[config.mk]
export PLATFORM = sky130hd
export DESIGN_NAME = sar_conv_seq
export DESIGN_NICKNAME = d
export VERILOG_FILES = /design/src/rtl/sar_conv_pkg.sv /design/src/rtl/sar_conv_ctrl.sv /design/src/rtl/sar_conv_dp.sv /design/src/rtl/sar_conv_seq.sv
export SDC_FILE = /design/constraint.sdc
export NUM_CORES = 1
export LEC_CHECK = 0
export ABC_AREA = 1
export BUFFER_PORTS_ARGS = -buffer_cell sky130_fd_sc_hd__buf_2
export CAP_MARGIN = 5
export CORE_MARGIN = 2
export CORE_UTILIZATION = 59
export DETAILED_ROUTE_END_ITERATION = 8
export HOLD_SLACK_MARGIN = 0.05
export PLACE_DENSITY_LB_ADDON = 0.1
export SETUP_SLACK_MARGIN = 0.1
export SYNTH_ARGS = -nofsm -noshare
export SYNTH_HDL_FRONTEND = slang
export SYNTH_HIERARCHICAL = 1
export SYNTH_SLANG_ARGS = --single-unit
[constraint.sdc]
create_clock -name clk -period 5 [get_ports clk]
set_clock_uncertainty 0.05 [all_clocks]
set_input_delay 0.5 -clock clk [delete_from_list [all_inputs] [get_ports clk]]
set_output_delay 0.5 -clock clk [all_outputs]
set_load 0.02 [all_outputs]
[src/rtl/sar_conv_pkg.sv]
package sar_conv_pkg;

  typedef enum logic [1:0] {
    PH_IDLE   = 2'd0,
    PH_SETUP  = 2'd1,
    PH_DECIDE = 2'd2
  } phase_t;

  // Strobes sent from control to datapath each cycle
  typedef struct packed {
    logic capture;  // start accepted this edge
    logic decide;   // a bit decision is made this edge
    logic hiDone;   // the decision this edge completes the upper bits
    logic finish;   // the decision this edge is the last one
    logic modeWr;   // accepted mode write
  } seqStrobe_t;

endpackage

[src/rtl/sar_conv_ctrl.sv]
module sar_conv_ctrl
  import sar_conv_pkg::*;
#(
  parameter int unsigned DATA_W    = 12,
  parameter int unsigned SETUP_CYC = 5,
  parameter int unsigned HI_BITS   = 4,
  localparam int unsigned IDX_W    = $clog2(DATA_W),
  localparam int unsigned CNT_W    = $clog2(SETUP_CYC + 1)
) (
  input  logic             clk,
  input  logic             rstN,
  input  logic             startPulse,
  input  logic             modeWrReq,
  output seqStrobe_t       st,
  output logic [IDX_W-1:0] stepIdx,
  output logic             busy
);

  localparam logic [IDX_W-1:0] TOP_IDX  = IDX_W'(DATA_W - 1);
  localparam logic [IDX_W-1:0] HI_IDX   = IDX_W'(DATA_W - HI_BITS);
  localparam logic [CNT_W-1:0] SETUP_LAST = CNT_W'(SETUP_CYC - 1);

  phase_t           phase;
  logic [CNT_W-1:0] setupCnt;
  logic [IDX_W-1:0] bitIdx;

  always_ff @(posedge clk or negedge rstN) begin
    if (!rstN) begin
      phase    <= PH_IDLE;
      setupCnt <= '0;
      bitIdx   <= '0;
      busy     <= 1'b1;
    end else begin
      unique case (phase)
        PH_IDLE: begin
          if (startPulse) begin
            phase    <= PH_SETUP;
            setupCnt <= '0;
            busy     <= 1'b0;
          end
        end
        PH_SETUP: begin
          if (setupCnt == SETUP_LAST) begin
            phase  <= PH_DECIDE;
            bitIdx <= TOP_IDX;
          end else begin
            setupCnt <= setupCnt + 1'b1;
          end
        end
        PH_DECIDE: begin
          if (bitIdx == '0) begin
            phase <= PH_IDLE;
            busy  <= 1'b1;
          end else begin
            bitIdx <= bitIdx - 1'b1;
          end
        end
        default: phase <= PH_IDLE;
      endcase
    end
  end

  always_comb begin
    st         = '0;
    st.capture = (phase == PH_IDLE) && startPulse;
    st.decide  = (phase == PH_DECIDE);
    st.hiDone  = st.decide && (bitIdx == HI_IDX);
    st.finish  = st.decide && (bitIdx == '0);
    st.modeWr  = (phase == PH_IDLE) && modeWrReq;
  end

  assign stepIdx = bitIdx;

  // decisions begin only after the full setup run
  assert_setup_len_R2: assert property (@(posedge clk) disable iff (!rstN)
    (phase == PH_DECIDE && $past(phase) == PH_SETUP) |-> ($past(setupCnt) == SETUP_LAST));

  // busy stays low while a conversion is in progress
  assert_busy_low_R2: assert property (@(posedge clk) disable iff (!rstN)
    (phase != PH_IDLE) |-> !busy);

  // an unfinished decision run is not disturbed by a start request
  assert_start_ignored_R9: assert property (@(posedge clk) disable iff (!rstN)
    (phase == PH_DECIDE && bitIdx != '0) |=> (phase == PH_DECIDE));

endmodule

[src/rtl/sar_conv_dp.sv]
module sar_conv_dp
  import sar_conv_pkg::*;
#(
  parameter int unsigned DATA_W = 12,
  parameter int unsigned CHAN_W = 2,
  localparam int unsigned IDX_W = $clog2(DATA_W)
) (
  input  logic              clk,
  input  logic              rstN,
  input  seqStrobe_t        st,
  input  logic [IDX_W-1:0]  stepIdx,
  input  logic              compIn,
  input  logic [CHAN_W-1:0] chanSel,
  input  logic              modeVal,
  output logic [DATA_W-1:0] trialCode,
  output logic [DATA_W-1:0] resultOut,
  output logic [CHAN_W-1:0] muxSel,
  output logic              hiValid,
  output logic              fullValid
);

  logic [DATA_W-1:0] sarReg;
  logic [DATA_W-1:0] sarNext;
  logic [DATA_W-1:0] trialMask;
  logic              latchedMode;

  always_comb begin
    trialMask = '0;
    sarNext   = sarReg;
    for (int i = 0; i < DATA_W; i++) begin
      if (st.decide && (IDX_W'(i) == stepIdx)) begin
        trialMask[i] = 1'b1;
        sarNext[i]   = compIn;
      end
    end
  end

  assign trialCode = sarReg | trialMask;

  always_ff @(posedge clk or negedge rstN) begin
    if (!rstN) begin
      sarReg      <= '0;
      resultOut   <= '0;
      muxSel      <= '0;
      hiValid     <= 1'b0;
      fullValid   <= 1'b0;
      latchedMode <= 1'b0;
    end else begin
      if (st.modeWr) latchedMode <= modeVal;
      if (st.capture) begin
        sarReg <= '0;
        muxSel <= chanSel;
        if (!latchedMode) begin
          resultOut <= '0;
          hiValid   <= 1'b0;
          fullValid <= 1'b0;
        end
      end
      if (st.decide) begin
        sarReg <= sarNext;
        if (!latchedMode) resultOut <= sarNext;
        if (st.hiDone && !latchedMode) hiValid <= 1'b1;
        if (st.finish) begin
          resultOut <= sarNext;
          hiValid   <= 1'b1;
          fullValid <= 1'b1;
        end
      end
    end
  end

  // in latched mode the result moves only on the final decision
  assert_latched_hold_R7: assert property (@(posedge clk) disable iff (!rstN)
    (latchedMode && !st.finish) |=> $stable(resultOut));

  // a full result implies the upper bits are valid
  assert_full_has_hi_R8: assert property (@(posedge clk) disable iff (!rstN)
    fullValid |-> hiValid);

  // channel select moves only on an accepted start
  assert_mux_hold_R4: assert property (@(posedge clk) disable iff (!rstN)
    !st.capture |=> $stable(muxSel));

  // at most one trial bit is raised per decision
  assert_one_trial_R5: assert property (@(posedge clk) disable iff (!rstN)
    $onehot0(trialMask));

endmodule

[src/rtl/sar_conv_seq.sv]
module sar_conv_seq
  import sar_conv_pkg::*;
#(
  parameter int unsigned DATA_W    = 12,
  parameter int unsigned CHAN_W    = 2,
  parameter int unsigned SETUP_CYC = 5,
  parameter int unsigned HI_BITS   = 4,
  localparam int unsigned IDX_W    = $clog2(DATA_W)
) (
  input  logic              clk,
  input  logic              rstN,
  input  logic              startPulse,
  input  logic [CHAN_W-1:0] chanSel,
  input  logic              modeWr,
  input  logic              modeVal,
  input  logic              compIn,
  output logic [DATA_W-1:0] trialCode,
  output logic [CHAN_W-1:0] muxSel,
  output logic [DATA_W-1:0] resultOut,
  output logic              busy,
  output logic              statusFlag,
  output logic              hiValid,
  output logic              fullValid
);

  seqStrobe_t       st;
  logic [IDX_W-1:0] stepIdx;

  sar_conv_ctrl #(
    .DATA_W   (DATA_W),
    .SETUP_CYC(SETUP_CYC),
    .HI_BITS  (HI_BITS)
  ) u_ctrl (
    .clk       (clk),
    .rstN      (rstN),
    .startPulse(startPulse),
    .modeWrReq (modeWr),
    .st        (st),
    .stepIdx   (stepIdx),
    .busy      (busy)
  );

  sar_conv_dp #(
    .DATA_W(DATA_W),
    .CHAN_W(CHAN_W)
  ) u_dp (
    .clk      (clk),
    .rstN     (rstN),
    .st       (st),
    .stepIdx  (stepIdx),
    .compIn   (compIn),
    .chanSel  (chanSel),
    .modeVal  (modeVal),
    .trialCode(trialCode),
    .resultOut(resultOut),
    .muxSel   (muxSel),
    .hiValid  (hiValid),
    .fullValid(fullValid)
  );

  assign statusFlag = ~busy;

  // completion of a conversion always leaves a full result
  assert_done_full_R8: assert property (@(posedge clk) disable iff (!rstN)
    $rose(busy) |-> fullValid);

endmodule

==> metrics, run 1 <==
outcome=finished clean; post-layout util=69.2%; Synthesized Nets=about 270; Placement Cell Area=between 0.002 and 0.0025 mm^2; post-placement cell count=~340; clock sink total=39; DR pass1 iterations=4; Mean Syn Cell Area=around 8 um^2; Final setup viols=0; Setup WS post-layout=roughly 2.4 ns; Post-Layout Cell Count=between 300 and 400; Max Cap Viol=0; worst hold margin=between 0.15 and 0.2 ns; CTS Root Cell=clkbuf_4; Area growth syn-to-layout=11.3%; CTS tree=built; first-pass GRT wire length=roughly 7.3 mm; Routed WL per cell=roughly 12 um; gp weighted congestion=0.786; Final min period=around 2.6 ns; largest net degree at the start of global routing=40; Slew Limit Fails=0; num rows=21; die width=63.5 um; final non-filler cell area=roughly 0.0023 mm^2; Reg clk slew, reported paths=about 0.12 ns; Synth Register Bits=39; Design Power=around 1.0 mW; mapped cell area=0.00209 mm^2; share of the synthesized area in the top cell type=45.5%; Worst-Margin Slew=roughly 0.84 ns; via count=~1800; gr usage total=between 20% and 30%; Post-CTS Resized=0; Cell variety after synth=25; Worst setup EP type=output port; cell taking the most area after synthesis=dfrtp_1; Hold Buf Count CTS=0; IO Port Bufs=37; final worst path period share=a little over half; DPL Wire Length=2.98 mm; CP max FO=31; H-tree depth=2; Fmax achieved=roughly 380 MHz; Clock Latency Late Sink=around 0.35 ns; Leak=1.30 nW; Critical-path top delay cell=nor2_4; RSZ-0062 raised after global routing=false; Post-CTS Setup Inserts=0; initial antenna violation count=0; Antenna diodes=0; synth top area cells=dfrtp_1, nand2_1, nand3_1, inv_1, nand2_2; nature of the critical path startpoint=register; vias per inst=about 5.1; DP Worst Slack=2.78 ns; starting density of the core=between 60% and 70%; CP cell instances=nor2_4, nand2_2, nor2_4, nand2_1, nand2_2, buf_2; Die H=63.5 um; post-synthesis sequential area ratio=between 40% and 50%; crit path DAT=2.08 ns; setup_tns=0 ns; hold violation count in the final report=0; slew margin rel.=44.3%; Worst Hold Class=in2async; Final ANT Viol Nets=0; slowest stage delay, CP=approximately 0.6 ns; PwrDens=~450 mW/mm^2; nets=310; layout cells sized above 1=between 20 and 30%; CTS Buf Count=5; routed wire length=around 4.1 mm; Iteration-0 DRC Markers=96; Core ar.=approximately 0.0034 mm^2; Yosys Warn Count=6; Synth Instances=between 200 and 300; area of the die=approximately 0.0040 mm^2; peak supply drop=0.000334 V; vias in the first global route=~1600; clock buffer depth=2; I/O pins=38; DR DRC count=0; Congestion Overflow GR=0; Worst Path Required=4.45 ns; Crit Path Class=reg2out
## cells in the final DEF (no fill, tap or decap), drive strengths merged
cell type,n
o21ai,5
nand4,5
inv,34
nor3,1
buf,37
a21oi,3
dfstp,1
clkbuf,8
nor2,10
mux2,2
nand3,46
dfrtp,38
nor3b,1
ha,3
nand2,106
## state kept, by name (all words and copies together) (netlist names)
name	count
u_dp/resultOut	12
u_dp/sarReg	12
u_ctrl/stepIdx	4
u_ctrl/setupCnt	3
u_ctrl/phase	2
u_dp/muxSel	2
u_ctrl/busy	1
u_dp/fullValid	1
u_dp/hiValid	1
u_dp/latchedMode	1
## layer usage
metal / wire, um / track usage [%] / part of all wire (%)
met1: 1970 / 30.3 / 48
met2: 1870 / 37.9 / 45
met3: 228 / 6.25 / 5.5
met4: 60 / 8.97 / 1.5
met5: 0 / 0 / 0
## cells by family after synthesis
logic type	Yosys count	share of synthesized area [%]
buffers and inverters	41	8.74
flip-flops	39	46.7
adder cells (fa/ha/maj)	3	1.80
AND/OR/NAND/NOR	169	39.6
multiplexers	2	1.08
AO/OA/AOI/OAI	8	2.09
## path summary, 6_finish.rpt
check                                     start           endpoint  slack, ns  cells after the start
worst max-delay path            u_ctrl/phase[0]       trialCode[9]       2.37                      6
worst min-delay path                       rstN  u_dp/resultOut[8]       0.19                      1
worst max register to register  u_ctrl/phase[0]  u_dp/resultOut[6]       2.74                      8
worst min register to register  u_dp/sarReg[10]    u_dp/sarReg[10]       0.44                      2
max in group asynchronous                  rstN     u_dp/sarReg[4]       4.18                      1
min in group clk                     chanSel[1]     u_dp/muxSel[1]       0.33                      2
## synth_stat cells, drive strengths merged
library cell  count
a21oi             3
nand3            46
clkbuf            1
nand2           106
nor2             10
nor3              1
dfstp             1
dfrtp            38
mux2              2
buf               6
o21ai             5
nand4             5
inv              34
ha                3
nor3b             1
## layout make-up
| type | count | area (um^2) |
|---|---|---|
| Fill cell | 323 | 1040 |
| Sequential cell | 39 | 977 |
| Multi-Input combinational cell | 182 | 931 |
| Timing Repair Buffer | 37 | 185 |
| Inverter | 34 | 128 |
| Tap cell | 46 | 57.6 |
| Clock buffer | 8 | 48.8 |
## where the power goes
part           switching (mW)  internal [mW]  leakage (nW)  total [mW]
Clock                  0.0964         0.0561        0.0265       0.152
Combinational           0.291          0.138         0.752       0.428
Sequential             0.0723          0.392         0.517       0.464
Total                   0.459          0.586          1.30        1.05
## worst max-delay path: cells and delay by family (launching register included)
kind,cells,cell delay [ns]
buffers and inverters,1,0.16
flip-flops,1,0.45
AND/OR/NAND/NOR,5,1.13
No activity file was read; power rests on OpenSTA's default activity.
==> run 2: changes to the inputs <==
ABC_AREA = 0   (was 1)
CORE_UTILIZATION = 55   (was 59)
clock period = 2.6 ns   (was 5 ns; I/O delays follow)
==> metrics, run 2 <==
CP cell instances=nand2b_1, inv_2, nand3b_1, o21bai_1, buf_2; DPL Wire Length=3.42 mm (+15%); IO Port Bufs=37 (unchanged); Synthesized Nets=218 (-20%); Synth Register Bits=39 (unchanged); gr usage total=24.7% (+1.1 points); crit-path leading delay family=buffers and inverters; routed wire length=4.92 mm (+19%); Core ar.=0.00372 mm^2 (+10%); post-synthesis sequential area ratio=45.4% (-1.4 points); synth top area cells=dfrtp_1, a32o_1, a22o_1, a21o_1, nand2_1; clock sink total=39 (unchanged); mapped cell area=0.00215 mm^2 (+3.0%); commonest non-fill, non-tap cell in the layout=dfrtp_1; Max Cap Viol=0 (unchanged); Worst setup EP type=output port; outcome=finished clean; Final setup viols=0 (unchanged); I/O pins=38 (unchanged); Mean Syn Cell Area=10.4 um^2 (+30%); most frequent cell after synthesis=dfrtp_1; Congestion Overflow GR=0 (unchanged); CTS tree=built; Post-CTS Resized=0 (unchanged); Area growth syn-to-layout=13.6%; Yosys Warn Count=6 (unchanged); vias per inst=6.22 (+22%); area of the die=0.00443 mm^2 (+9.8%); Final ANT Viol Nets=0 (unchanged); Slew Limit Fails=0 (unchanged); Worst-Margin Slew=0.851 ns (+0.0153 ns); DR DRC count=0 (unchanged); CTS Root Cell=clkbuf_8; CTS Buf Count=5 (unchanged); hold violation count in the final report=0 (unchanged); Final min period=~2.3 ns; RSZ-0062 raised after global routing=false; Main synth FF type=dfrtp_1; nature of the critical path startpoint=register; Die H=66.6 um (+4.8%); Crit Path Class=reg2out; final worst path period share=87.0%; PwrDens=859 mW/mm^2 (+91%); Cell variety after synth=46 (+84%); Critical-path top delay cell=dfrtp_1; Synth async-reset ratio=100% (unchanged); CP max FO=24 (-23%); H-tree depth=2 (unchanged); num rows=22 (+4.8%); Fmax achieved=442 MHz; Post-synth EDFFs=0 (unchanged); Worst Hold Class=in2reg; Setup WS post-layout=0.339 ns (-2.03 ns); vias in the first global route=1670 (+2.5%); Leak=1.15 nW (-11%); worst path bufs/invs=2 (+1); Post-CTS Setup Inserts=0 (unchanged); layout cells sized above 1=25.9% (+0.59 points); commonest cells after routing, fill and taps aside=dfrtp_1, buf_2, nand2_1, a32o_1; crit path DAT=1.95 ns (-0.13 ns); gp weighted congestion=0.901 (+15%); Post-Layout Cell Count=291 (-16%); Synth Instances=207 (-21%); peak supply drop=0.000537 V (+61%); Design Power=2.10 mW (+100%); Post-synth top cells=dfrtp_1, nand2_1, a32o_1; Worst Path Required=2.29 ns (-2.16 ns); Iteration-0 DRC Markers=197 (+110%); largest net degree at the start of global routing=40 (unchanged); Routed WL per cell=16.9 um (+41%); Clock Latency Late Sink=0.29 ns (-0.06 ns); via count=1811 (+2.8%); initial antenna violation count=0 (unchanged); nets=253 (-18%); Antenna diodes=0 (unchanged); cell taking the most area after synthesis=dfrtp_1; setup_tns=0 ns (unchanged); slew margin rel.=43.2% (-1.0 points); clock buffer depth=2 (unchanged); post-placement cell count=282 (-17%); DP Worst Slack=0.412 ns (-2.37 ns); DR pass1 iterations=5 (+1); die width=66.6 um (+4.8%); starting density of the core=57.9% (-4.2 points); first-pass GRT wire length=8.19 mm (+12%); slowest stage delay, CP=0.47 ns (-0.14 ns); Reg clk slew, reported paths=0.07 ns (-0.05 ns); share of the synthesized area in the top cell type=44.2% (-1.3 points)
[run 2: cell count changes after synthesis, moves of 12 or more]
cell / before / now
inv_1: 30 / 12
nand2_1: 89 / 18
a32o_1: 0 / 13
nand3_1: 44 / 2
a22o_1: 0 / 12
nand2_2: 15 / 0
[run 2: logic make-up (layout without fill, tap and decap cells)]
logic type	after synthesis	after routing	share of synthesized area [%]
AO/OA/AOI/OAI	70	70	25.2
AND/OR/NAND/NOR	61	61	18.8
flip-flops	39	39	45.4
buffers and inverters	30	66	6.74
multiplexers	4	4	2.09
adder cells (fa/ha/maj)	3	3	1.74
[run 2: worst reg2reg max path: stages, from the launching register on]
cell      delay (ns)
dfrtp_1         0.49
nand2b_1        0.22
inv_2           0.17
nor2_1          0.64
a21o_1          0.42
a32o_1          0.21
[run 2: final timing paths]
kind                                         from                  to  slack (ns)  cells past startpoint
worst max-delay path              u_ctrl/phase[0]        trialCode[5]        0.34                      5
worst min-delay path                      modeVal    u_dp/latchedMode        0.15                      2
worst max register to register    u_ctrl/phase[0]   u_dp/resultOut[7]        0.34                      5
worst min register to register  u_dp/resultOut[9]   u_dp/resultOut[9]        0.44                      1
max in group asynchronous                    rstN   u_dp/resultOut[3]        1.40                      2
min in group asynchronous                    rstN  u_ctrl/setupCnt[0]        0.56                      2
[run 2: layout make-up]
class                      instances  area [um^2]
clock inverter                     1         5.00
sequential                        39          977
tap                               48         60.1
clock buffer                       7         76.3
multi-input combinational        138         1030
timing repair buffer              45          248
fill                             314         1270
inverter                          13         48.8
[run 2: through the flow]
stage | util (%) | area, um^2 | hold slack, ns
floorplan | - | 2150 | -0.0856
global placement | 63.4 | 2350 | 0.337
detailed placement | 63.4 | 2350 | 0.368
CTS | 65.8 | 2450 | 0.139
global route | 65.8 | 2450 | 0.144
finish | 65.8 | 2450 | 0.148
[run 2: where the power goes]
group	switching, mW	internal (mW)
clock network	0.203	0.188
logic	0.538	0.357
registers	0.0963	0.720
total	0.837	1.26
[run 2: what timing repair did]
action,in CTS,in global routing
endpoints found under the hold margin,9,0
endpoints found under the setup margin,0,0
hold buffers,1,0
[run 2: layer usage]
metal  vias to the layer above  share of wire [%]  GRT usage [%]  routed length, um
met2                        65                 47           36.1               2290
met3                         9                6.0           5.57                293
met4                         0                1.3           9.69                 63
met5                         -                  0              0                  0
met1                       888                 46           35.3               2270
li1                        849                  -              -                  -
==> run 3: changes to the inputs <==
--- a/config.mk
+++ b/config.mk
@@ -11,3 +11,3 @@
 export CORE_MARGIN = 2
-export CORE_UTILIZATION = 55
+export CORE_UTILIZATION = 50
 export DETAILED_ROUTE_END_ITERATION = 8
@@ -16,2 +16,3 @@
 export SETUP_SLACK_MARGIN = 0.1
+export SLEW_MARGIN = 20
 export SYNTH_ARGS = -nofsm -noshare
==> constraint.sdc (replaced) <==
create_clock -name clk -period 2.6 [get_ports clk]
set_clock_uncertainty 0.05 [all_clocks]
set_input_delay 0.52 -clock clk [delete_from_list [all_inputs] [get_ports clk]]
set_output_delay 0.52 -clock clk [all_outputs]
set_load 0.02 [all_outputs]
==> metrics, run 3 (synthesis gave the netlist of run 2 again) <==
outcome=finished clean; Routed WL per cell=17.1 um (+1.1%); Final setup viols=0 (unchanged); Post-CTS Resized=0 (unchanged); final worst path period share=90.4% (+3.5 points); via count=1768 (-2.4%); Reg clk slew, reported paths=0.07 ns (about the same); commonest cells after routing, fill and taps aside=dfrtp_1, buf_2, nand2_1, a32o_1; Max Cap Viol=0 (unchanged); DPL Wire Length=3.60 mm (+5.3%); Placement Cell Area=0.00237 mm^2 (+0.74%); Worst Path Required=2.03 ns (-0.26 ns); RSZ-0062 raised after global routing=false; Leak=1.16 nW (+0.52%); Core ar.=0.00409 mm^2 (+10%); slew margin rel.=42.7% (-0.53 points); CP max FO=22 (-8.3%); num rows=23 (+4.5%); IO Port Bufs=37 (unchanged); nature of the critical path startpoint=register; clock buffer depth=2 (unchanged); Final ANT Viol Nets=0 (unchanged); CTS Root Cell=clkbuf_8; hold violation count in the final report=0 (unchanged); Design Power=2.11 mW (+0.30%); Die H=69.6 um (+4.6%); Worst-Margin Slew=0.859 ns (+0.00795 ns); area of the die=0.00485 mm^2 (+9.4%); Antenna diodes=0 (unchanged); vias in the first global route=1789 (+7.1%); post-layout util=60.2% (-5.6 points); r2r endpoint=u_dp/resultOut[2]; Final min period=2.35 ns (+0.0906 ns); Area growth syn-to-layout=14.3%; nets=254 (+0.40%); DR pass1 iterations=5 (unchanged); crit path DAT=1.78 ns (-0.17 ns); worst reg2reg startpoint=u_ctrl/phase[0]; first-pass GRT wire length=8.71 mm (+6.4%); layout cells sized above 1=27.0% (+1.1 points); gr usage total=22.3% (-2.3 points); CP cell instances=nand2b_2, clkinv_4, nand3b_1, o21bai_1, buf_2; commonest non-fill, non-tap cell in the layout=dfrtp_1; Congestion Overflow GR=0 (unchanged); slowest stage delay, CP=0.48 ns (about the same); Iteration-0 DRC Markers=108 (-45%); clock sink total=39 (unchanged); vias per inst=6.01 (-3.4%); gp weighted congestion=0.809 (-10%); Critical-path top delay cell=dfrtp_1; number of fill cells=359 (+14%); H-tree depth=2 (unchanged); I/O pins=38 (unchanged); Worst setup EP type=output port; setup_tns=0 ns (unchanged); Fmax achieved=425 MHz (-3.9%); peak supply drop=0.000454 V (-16%); FF-to-FF path depth=5 (unchanged); PwrDens=857 mW/mm^2 (-0.31%); CTS Buf Count=5 (unchanged); Hold Buf Count CTS=0 (-1); largest net degree at the start of global routing=40 (unchanged); worst hold margin=0.293 ns (+0.145 ns); die width=69.6 um (+4.6%); setup slack, reg-to-reg=0.38 ns (+0.04 ns); CTS tree=built; Worst Hold Class=in2async; routed wire length=5.02 mm (+2.1%); final non-filler cell area=0.00246 mm^2 (+0.61%); DR DRC count=0 (unchanged); starting density of the core=52.7% (-5.3 points); Crit Path Class=reg2out; Post-CTS Setup Inserts=0 (unchanged); Slew Limit Fails=0 (unchanged); initial antenna violation count=0 (unchanged); Clock Latency Late Sink=0.29 ns (about the same)
[run 3: cell types whose count changed in the layout (fill, tap and decap cells not counted), sizes merged]
cell | previous run | this run
clkinv | 1 | 2
inv | 13 | 12
dlygate4sd3 | 1 | 0
buf | 44 | 46
[run 3: stage by stage]
step / worst slack (ns) / std cells
5_1_grt: 0.105 / 294
4_1_cts: 0.104 / 294
6_report: 0.249 / 294
3_3_place_gp: 0.484 / 286
2_1_floorplan: 0.351 / 207
3_5_place_dp: 0.395 / 286
[run 3: critical path: cells and delay by family (launching register included)]
kind            cells  cell delay, ns
compound gates      1            0.22
simple gates        2            0.44
flops               1            0.48
buf+inv             2            0.35
[run 3: metal layers]
metal  global-route usage, %  up-vias  share of wire (%)
met5                       0        -                  0
met4                    6.41        0                1.4
met3                    5.38        8                4.9
met1                    31.1      862                 46
li1                        -      850                  -
met2                    34.9       48                 47
[run 3: worst max-delay path by stage]
stage | startpoint | end | slack, ns | cells past startpoint
6_report | u_ctrl/phase[0] | trialCode[7] | 0.25 | 5
4_1_cts | u_ctrl/phase[0] | trialCode[7] | 0.10 | 5
3_3_place_gp | u_ctrl/phase[0] | trialCode[8] | 0.48 | 5
5_1_grt | u_ctrl/phase[0] | trialCode[8] | 0.10 | 5
3_5_place_dp | u_ctrl/phase[0] | u_dp/resultOut[2] | 0.39 | 5
2_1_floorplan | u_ctrl/phase[0] | trialCode[4] | 0.35 | 7
[run 3: cell type report]
type,count,area (um^2),area share (%)
Clock inverter,1,5.00,0.203
Tap cell,50,62.6,2.54
Clock buffer,7,76.3,3.10
Sequential cell,39,977,39.7
Inverter,13,53.8,2.19
Timing Repair Buffer,46,253,10.3
Multi-Input combinational cell,138,1030,42.0
[run 3: where the power goes]
group / internal, mW / switching [mW] / leakage (nW) / total [mW]
clock: 0.188 / 0.198 / 0.0422 / 0.386
sequential: 0.720 / 0.0977 / 0.511 / 0.817
combinational: 0.364 / 0.541 / 0.605 / 0.905
total: 1.27 / 0.837 / 1.16 / 2.11
